### config.mk
export PLATFORM = sky130hd
export DESIGN_NAME = mono_color_expander
export DESIGN_NICKNAME = d
export VERILOG_FILES = /design/src/rtl/mce_pkg.sv /design/src/rtl/mce_regs.sv /design/src/rtl/mce_raster.sv /design/src/rtl/mce_unpack.sv /design/src/rtl/mono_color_expander.sv
export SDC_FILE = /design/constraint.sdc
export NUM_CORES = 1
export LEC_CHECK = 0
export ABC_CLOCK_PERIOD_IN_PS = 17400
export CAP_MARGIN = 20
export CORE_MARGIN = 3
export CORE_UTILIZATION = 66
export DETAILED_ROUTE_END_ITERATION = 8
export PLACE_DENSITY_LB_ADDON = 0.3
export SLEW_MARGIN = 30
export SYNTH_ARGS = -nofsm -noshare
export SYNTH_HDL_FRONTEND = slang
export SYNTH_HIERARCHICAL = 1
export SYNTH_SLANG_ARGS = --single-unit
### constraint.sdc
create_clock -name clk_i -period 17.4 [get_ports clk_i]
set_clock_uncertainty 0.15 [all_clocks]
set_input_delay 3.48 -clock clk_i [delete_from_list [all_inputs] [get_ports clk_i]]
set_output_delay 3.48 -clock clk_i [all_outputs]
set_load 0.05 [all_outputs]
### src/rtl/mce_pkg.sv
package mce_pkg;
  typedef enum logic [1:0] {
    DEPTH_8   = 2'd0,
    DEPTH_16  = 2'd1,
    DEPTH_32  = 2'd2,
    DEPTH_32X = 2'd3
  } depth_e;

  localparam logic [1:0] ADDR_FG  = 2'd0;
  localparam logic [1:0] ADDR_BG  = 2'd1;
  localparam logic [1:0] ADDR_DIM = 2'd2;
  localparam logic [1:0] ADDR_CTL = 2'd3;

  function automatic logic [31:0] depth_mask(depth_e d);
    case (d)
      DEPTH_8:  return 32'h0000_00ff;
      DEPTH_16: return 32'h0000_ffff;
      default:  return 32'hffff_ffff;
    endcase
  endfunction
endpackage

### src/rtl/mce_regs.sv
module mce_regs
  import mce_pkg::*;
#(
  parameter int DIM_W = 12
) (
  input  logic             clk_i,
  input  logic             rst_ni,
  input  logic             reg_we_i,
  input  logic [1:0]       reg_addr_i,
  input  logic [31:0]      reg_wdata_i,
  input  logic             busy_i,
  output logic [31:0]      fg_o,
  output logic [31:0]      bg_o,
  output logic [DIM_W-1:0] w_m1_o,
  output logic [DIM_W-1:0] h_m1_o,
  output depth_e           depth_o,
  output logic             start_o
);
  logic wr_ok;
  logic unused_bits;

  assign wr_ok       = reg_we_i && !busy_i;
  assign start_o     = wr_ok && (reg_addr_i == ADDR_CTL);
  assign unused_bits = ^{reg_wdata_i[15:DIM_W], reg_wdata_i[31:16+DIM_W]};

  always_ff @(posedge clk_i or negedge rst_ni) begin
    if (!rst_ni) begin
      fg_o    <= '0;
      bg_o    <= '0;
      w_m1_o  <= '0;
      h_m1_o  <= '0;
      depth_o <= DEPTH_8;
    end else if (wr_ok) begin
      case (reg_addr_i)
        ADDR_FG:  fg_o <= reg_wdata_i;
        ADDR_BG:  bg_o <= reg_wdata_i;
        ADDR_DIM: begin
          w_m1_o <= reg_wdata_i[DIM_W-1:0];
          h_m1_o <= reg_wdata_i[16 +: DIM_W];
        end
        default:  depth_o <= depth_e'(reg_wdata_i[1:0]);
      endcase
    end
  end

  assert_frozen_R3: assert property (@(posedge clk_i) disable iff (!rst_ni)
    busy_i && reg_we_i |=> $stable(fg_o) && $stable(bg_o) && $stable(w_m1_o)
                           && $stable(h_m1_o) && $stable(depth_o));
endmodule

### src/rtl/mce_raster.sv
module mce_raster #(
  parameter int DIM_W = 12
) (
  input  logic             clk_i,
  input  logic             rst_ni,
  input  logic             start_i,
  input  logic             fire_i,
  input  logic [DIM_W-1:0] w_m1_i,
  input  logic [DIM_W-1:0] h_m1_i,
  output logic             eol_o,
  output logic             last_o,
  output logic             done_o
);
  logic [DIM_W-1:0] x_q, y_q;

  assign eol_o  = (x_q == w_m1_i);
  assign last_o = eol_o && (y_q == h_m1_i);

  always_ff @(posedge clk_i or negedge rst_ni) begin
    if (!rst_ni) begin
      x_q    <= '0;
      y_q    <= '0;
      done_o <= 1'b0;
    end else if (start_i) begin
      x_q    <= '0;
      y_q    <= '0;
      done_o <= 1'b0;
    end else if (fire_i) begin
      if (eol_o) begin
        x_q <= '0;
        y_q <= y_q + 1'b1;
        if (last_o) done_o <= 1'b1;
      end else begin
        x_q <= x_q + 1'b1;
      end
    end
  end

  assert_no_fire_after_done_R7: assert property (@(posedge clk_i) disable iff (!rst_ni)
    done_o && !start_i |-> !fire_i);
endmodule

### src/rtl/mce_unpack.sv
module mce_unpack #(
  parameter int DIM_W  = 12,
  parameter int DATA_W = 32
) (
  input  logic              clk_i,
  input  logic              rst_ni,
  input  logic              start_i,
  input  logic [DIM_W-1:0]  w_m1_i,
  input  logic [DIM_W-1:0]  h_m1_i,
  input  logic              data_valid_i,
  input  logic [DATA_W-1:0] data_i,
  output logic              data_ready_o,
  input  logic              pix_ready_i,
  input  logic              last_i,
  input  logic              done_i,
  output logic              bit_o,
  output logic              bit_vld_o,
  output logic              busy_o
);
  localparam int AREA_W = 2 * DIM_W + 1;
  localparam int IDX_W  = $clog2(DATA_W);
  localparam logic [IDX_W-1:0] IDX_LAST = IDX_W'(DATA_W - 1);

  logic [AREA_W-1:0] area_c, used_c, exp_c;
  logic [AREA_W-1:0] words_used_q, words_exp_q, words_rx_q;
  logic [DATA_W-1:0] buf_q;
  logic              buf_vld_q, active_q;
  logic [IDX_W-1:0]  idx_q, sel_c;
  logic              useful, fire, drain, take, load;

  assign area_c = (AREA_W'(w_m1_i) + AREA_W'(1)) * (AREA_W'(h_m1_i) + AREA_W'(1));
  assign used_c = (area_c + AREA_W'(DATA_W - 1)) / AREA_W'(DATA_W);
  assign exp_c  = (area_c + AREA_W'(3)) >> 2;

  assign useful       = words_rx_q < words_used_q;
  assign bit_vld_o    = active_q && buf_vld_q && !done_i;
  assign fire         = bit_vld_o && pix_ready_i;
  assign drain        = fire && (idx_q == IDX_LAST);
  assign data_ready_o = !active_q || !useful || !buf_vld_q || drain;
  assign take         = active_q && data_valid_i && data_ready_o;
  assign load         = take && useful;
  assign busy_o       = active_q;

  // byte order ascending, bit order MSB first within a byte
  assign sel_c = {idx_q[IDX_W-1:3], ~idx_q[2:0]};
  assign bit_o = buf_q[sel_c];

  always_ff @(posedge clk_i or negedge rst_ni) begin
    if (!rst_ni) begin
      active_q     <= 1'b0;
      buf_vld_q    <= 1'b0;
      buf_q        <= '0;
      idx_q        <= '0;
      words_rx_q   <= '0;
      words_used_q <= '0;
      words_exp_q  <= '0;
    end else if (start_i) begin
      active_q     <= 1'b1;
      buf_vld_q    <= 1'b0;
      idx_q        <= '0;
      words_rx_q   <= '0;
      words_used_q <= used_c;
      words_exp_q  <= exp_c;
    end else if (active_q) begin
      if (take && words_rx_q != '1) words_rx_q <= words_rx_q + 1'b1;
      if (load) begin
        buf_q     <= data_i;
        buf_vld_q <= 1'b1;
        idx_q     <= '0;
      end else if (fire) begin
        idx_q <= idx_q + 1'b1;
        if (idx_q == IDX_LAST || last_i) buf_vld_q <= 1'b0;
      end
      if (done_i && words_rx_q >= words_exp_q) active_q <= 1'b0;
    end
  end

  assert_valid_hold_R9: assert property (@(posedge clk_i) disable iff (!rst_ni)
    bit_vld_o && !pix_ready_i |=> bit_vld_o);
  assert_backpressure_R9: assert property (@(posedge clk_i) disable iff (!rst_ni)
    bit_vld_o && !pix_ready_i && useful |-> !data_ready_o);
  assert_end_after_pixels_R8: assert property (@(posedge clk_i) disable iff (!rst_ni)
    $fell(busy_o) |-> done_i);
endmodule

### src/rtl/mono_color_expander.sv
module mono_color_expander
  import mce_pkg::*;
#(
  parameter int DIM_W  = 12,
  parameter int DATA_W = 32
) (
  input  logic              clk_i,
  input  logic              rst_ni,
  input  logic              reg_we_i,
  input  logic [1:0]        reg_addr_i,
  input  logic [31:0]       reg_wdata_i,
  input  logic              data_valid_i,
  input  logic [DATA_W-1:0] data_i,
  output logic              data_ready_o,
  output logic              pix_valid_o,
  input  logic              pix_ready_i,
  output logic [31:0]       pix_o,
  output logic              pix_eol_o,
  output logic              pix_last_o,
  output logic              busy_o
);
  logic [31:0]      fg, bg;
  logic [DIM_W-1:0] w_m1, h_m1;
  depth_e           depth;
  logic             start, src_bit, done, fire;

  mce_regs #(.DIM_W(DIM_W)) u_regs (
    .clk_i, .rst_ni, .reg_we_i, .reg_addr_i, .reg_wdata_i,
    .busy_i (busy_o),
    .fg_o   (fg),
    .bg_o   (bg),
    .w_m1_o (w_m1),
    .h_m1_o (h_m1),
    .depth_o(depth),
    .start_o(start)
  );

  mce_unpack #(.DIM_W(DIM_W), .DATA_W(DATA_W)) u_unpack (
    .clk_i, .rst_ni,
    .start_i     (start),
    .w_m1_i      (w_m1),
    .h_m1_i      (h_m1),
    .data_valid_i,
    .data_i,
    .data_ready_o,
    .pix_ready_i,
    .last_i      (pix_last_o),
    .done_i      (done),
    .bit_o       (src_bit),
    .bit_vld_o   (pix_valid_o),
    .busy_o
  );

  assign fire = pix_valid_o && pix_ready_i;

  mce_raster #(.DIM_W(DIM_W)) u_raster (
    .clk_i, .rst_ni,
    .start_i(start),
    .fire_i (fire),
    .w_m1_i (w_m1),
    .h_m1_i (h_m1),
    .eol_o  (pix_eol_o),
    .last_o (pix_last_o),
    .done_o (done)
  );

  assign pix_o = (src_bit ? fg : bg) & depth_mask(depth);

  assert_pix_stable_R9: assert property (@(posedge clk_i) disable iff (!rst_ni)
    pix_valid_o && !pix_ready_i |=> $stable(pix_o) && $stable(pix_eol_o) && $stable(pix_last_o));
  assert_quiet_after_last_R7: assert property (@(posedge clk_i) disable iff (!rst_ni)
    fire && pix_last_o |=> !pix_valid_o);
endmodule

Word level (Yosys, flattened, before mapping)
Index checks and enable logic that the tools add are counted.

word-level totals
  register bits = 222

operators by class
  add/sub/neg operators = 8
  multipliers = 1
  magnitude comparators = 3
  equal/unequal tests = 8
  mux-type cells = 29
  bitwise gates (word level) = 4
  reduce and logical (&&, ||, !) cells = 40

operators with widths
  kind                                                         number
  2-to-1 mux 25 bit                                            3
  2-to-1 mux 12 bit                                            6
  one-hot mux 32 bit (2 select lines)                          1
  AND 32 bit                                                   1
  2-to-1 mux 32 bit                                            1
  adder 12 x 1 -> 13 bit (second input constant)               2
  adder 25 x 1 -> 25 bit (second input constant)               1
  adder 25 x 2 -> 25 bit (second input constant)               1
  adder 25 x 5 -> 25 bit (second input constant)               1
  >= comparator 25 x 23 -> 1 bit                               1
  less-than comparator 25 x 20 -> 1 bit                        1
  multiplier 25 x 25 -> 25 bit                                 1
  inequality test 25 bit (second input constant)               1
  adder 12 x 1 -> 12 bit (second input constant)               2
  == test 12 bit                                               2
  2-to-1 mux 5 bit                                             4
  AND reduction 2 bit                                          7
  2-to-1 mux 1 bit                                             13
  logical AND 1 bit                                            12
  nonzero test 2 bit                                           5
  AND reduction 3 bit                                          3
  less-than comparator 5 x 6 -> 1 bit (second input constant)  1
  nonzero test 3 bit                                           2
  adder 5 x 1 -> 5 bit (second input constant)                 1
  10 further kinds                                             20

Longest topological paths before layout
  word-level depth = 10
  gate-level depth with buffers = 28
  depth with buffers taken out = 26

Modules after synthesis
The synthesis kept the hierarchy.

modules (own cells, without submodules)
  module               times used  cells an instance  area each (um^2)  sequential area each (um^2)
  mce_unpack           1           1,412              12,634.6          2,677.6
  mce_regs             1           195                3,422.0           2,252.2
  mce_raster           1           174                1,580.3           625.6
  mono_color_expander  1           63                 565.5             0.0

Worst setup path after synthesis
Ideal clock, no wire load.

  kind = input -> output
  from = in pix_ready_i
  to = out data_ready_o
  arrival time = 4.277 ns
  data required time = 13.770 ns
  slack = 9.493 ns
  stages on the path = 3
  path buffers = 1
  cells stage by stage = nand3b_1 > or4b_1 > buf_2

between the ends
  longest elaborated chain between the ends = 3

RTL lines
  element            RTL line                   RTL
  start, declared    mono_color_expander.sv:16  input logic pix_ready_i,
  logical AND 1 bit  mce_unpack.sv:37           assign fire = bit_vld_o && pix_ready_i;
  logical AND 1 bit  mce_unpack.sv:38           assign drain = fire && (idx_q == IDX_LAST);
  logical OR 1 bit   mce_unpack.sv:39           assign data_ready_o = !active_q || !useful || !buf_vld_q || drain;
  end, declared      mono_color_expander.sv:14  output logic data_ready_o,

No other way between the ends.

Final worst setup path
Ends and elaborated chain as after synthesis.

==> flow_summary.json <==
{
  "run_status": "finished clean",
  "required_ps": 13770,
  "clock_sink_count": 222,
  "synth_ff_type": "dfrtp_1",
  "fillerInstances": 1813,
  "multi_input_area_um2": 11520,
  "vias": 13663,
  "drtPass1Iterations": 5,
  "final_common_cell": "dfrtp_1",
  "antenna_found_initial": 0,
  "boundaryPins": 108,
  "routed_wl_mm": 43.45,
  "synthCells": 1844,
  "globalRouteOverflowTotal": 0,
  "reg2regPathDepth": 25,
  "path_clk_slew_ps": 60,
  "synth_nets": 2152,
  "ys_seq_area_share_pct": 30.52,
  "cts.htree.levels": 1,
  "async_flop_share_pct": 100.0,
  "nets": 2237,
  "regToRegStartpoint": "u_regs/h_m1_o[0]",
  "yosys_register_bits": 222,
  "cts_tree": "yes",
  "reg2reg_to": "u_unpack/words_used_q[19]",
  "max-cap-violations": 0,
  "synth_edf_count": 0,
  "cts_setup_buffers": 0,
  "drive_gt1_share_pct": 10.99,
  "seq_area_um2": 5555,
  "rsz0062_at_grt": "false",
  "worstSetupEndpointType": "output port",
  "dp_hpwl_mm": 32.61,
  "place.gp.congestion": 1.013,
  "yosysWarnings": 6,
  "worst_pin_slew_ps": 927.2,
  "post-route-period-util_pct": 53.68,
  "final_antenna_net_count": 0,
  "cts_buffers": 25,
  "setup_viol": 0,
  "syn2layout_area_growth_pct": 12.00,
  "hp-class": "reg -> reg",
  "tns_ps": 0,
  "whs_path_depth": 1,
  "syn-cell-area_um2": 18200,
  "ctsResizeCount": 0,
  "die_h_um": 172.1,
  "crit_path_max_fanout": 12,
  "cp.arrival_ps": 5710,
  "dieArea_um2": 29610,
  "worstHoldStart": "u_regs/fg_o[24]",
  "die_width_um": 172.1,
  "ys_types": 85,
  "cts_hold_buffers": 0,
  "cp-start-kind": "input pin",
  "clk_latency_ps": 540,
  "syn_avg_cell_area_um2": 9.871,
  "initial_core_util_pct": 67.35,
  "hold_viol_final": 0,
  "grt_use_total_pct": 30.26,
  "detail_route.wl_per_cell_um": 18.98,
  "final_cell_mix": "222 x dfrtp_1, 217 x inv_1, 165 x nor2_1, 147 x nand2_1, 120 x fa_1",
  "report.final.slew_viol_count": 0,
  "drc": 0,
  "hold_end": "u_regs/fg_o[24]",
  "fmax_mhz": 107.1,
  "clock_path_buffers": 3,
  "port_buffers": 107,
  "via_per_inst": 5.969,
  "grt_pass1_vias": 14317,
  "std_cell_rows": 60,
  "crit_type": "in -> out",
  "grt_max_degree": 97,
  "min_period_ps": 9341,
  "n_antenna_cell": 0,
  "relSlewSlack_pct": 38.19,
  "r2r_slack_ps": 9140,
  "drt-initial-drc-count": 1025,
  "coreArea_um2": 27030,
  "ctsRootBufferMaster": "clkbuf_16",
  "grt_pass1_wl_mm": 72.12
}
[worst max-delay path: stages]
cell and delay (ps):
clkdlybuf4s50_1 530, nand3b_1 190, or4b_1 700, clkdlybuf4s50_1 800
[registers in the layout (all words and copies together), names as in the netlist]
register and count:
u_regs/bg_o 32, u_regs/fg_o 32, u_unpack/buf_q 32, u_unpack/words_rx_q 25
u_unpack/words_exp_q 23, u_unpack/words_used_q 20, u_raster/x_q 12, u_raster/y_q 12
u_regs/h_m1_o 12, u_regs/w_m1_o 12, u_unpack/idx_q 5, u_regs/depth_o 2
u_raster/done_o 1, u_unpack/buf_vld_q 1, u_unpack/busy_o 1
[Yosys cell counts (all sizes together), types with 8 or more instances]
cell type	number	area, um^2
nand2	148	558.0
mux2	133	1528
and3	22	137.6
nor2	166	623.1
or3	21	136.4
buf	29	242.7
nand4	25	156.4
o21a	12	97.59
xnor2	74	674.4
o21ai	48	240.2
dfrtp	222	5555
nor2b	30	195.2
nand3	48	245.2
a21o	15	112.6
nor3	24	125.1
nand2b	21	131.4
fa	120	2402
ha	117	1464
nor4	16	157.6
o211ai	8	70.06
xor2	62	543.0
mux4	10	225.2
inv	218	818.3
clkbuf	32	120.1
and2	27	168.9
mux2i	30	300.3
a21oi	84	424.2
o31ai	10	75.07
[worst max-delay path by stage]
stage,cells after the start,end,slack [ps],start
final,4,data_ready_o,8060,pix_ready_i
after global routing,4,data_ready_o,8030,pix_ready_i
after CTS,4,data_ready_o,8080,pix_ready_i
after detailed placement,4,data_ready_o,8080,pix_ready_i
after global placement,4,data_ready_o,8100,pix_ready_i
after floorplan,3,data_ready_o,9490,pix_ready_i
[logic make-up after synthesis]
family | Yosys count | synth area share [%]
simple gates | 575 | 16.00
buf+inv | 280 | 6.510
fa+ha+maj | 237 | 21.24
flops | 222 | 30.52
compound gates | 221 | 7.767
mux | 173 | 11.28
xor+xnor | 136 | 6.688
[per-stage QoR]
stage,setup slack [ps],instances,cell area [um^2],hold WS (ps),util [%]
5_1_grt,8034,2289,20390,357.8,75.44
4_1_cts,8082,2289,20380,338.8,75.41
6_report,8059,2289,20390,337.0,75.44
2_1_floorplan,9493,1844,18200,298.5,-
3_3_place_gp,8103,2242,19460,316.7,72.00
3_5_place_dp,8080,2243,19510,324.7,72.19
[final cells by class]
cell class,instances,area share [%]
multi-input combinational,1342,56.51
sequential,222,27.25
timing repair buffer,119,5.836
inverter,219,4.038
clock buffer,37,3.682
tap,341,2.093
clock inverter,9,0.5892
[routing by layer]
layer | track usage, % | vias up | share of wire, %
met5 | 0 | - | 0
met4 | 9.962 | 0 | 3.4
met3 | 5.464 | 113 | 6.3
met2 | 52.17 | 493 | 49
met1 | 38.95 | 6708 | 41
li1 | - | 6349 | -
Power is not shown: default switching activity piles up to over one toggle a cycle in this logic, so the estimate is an artifact.
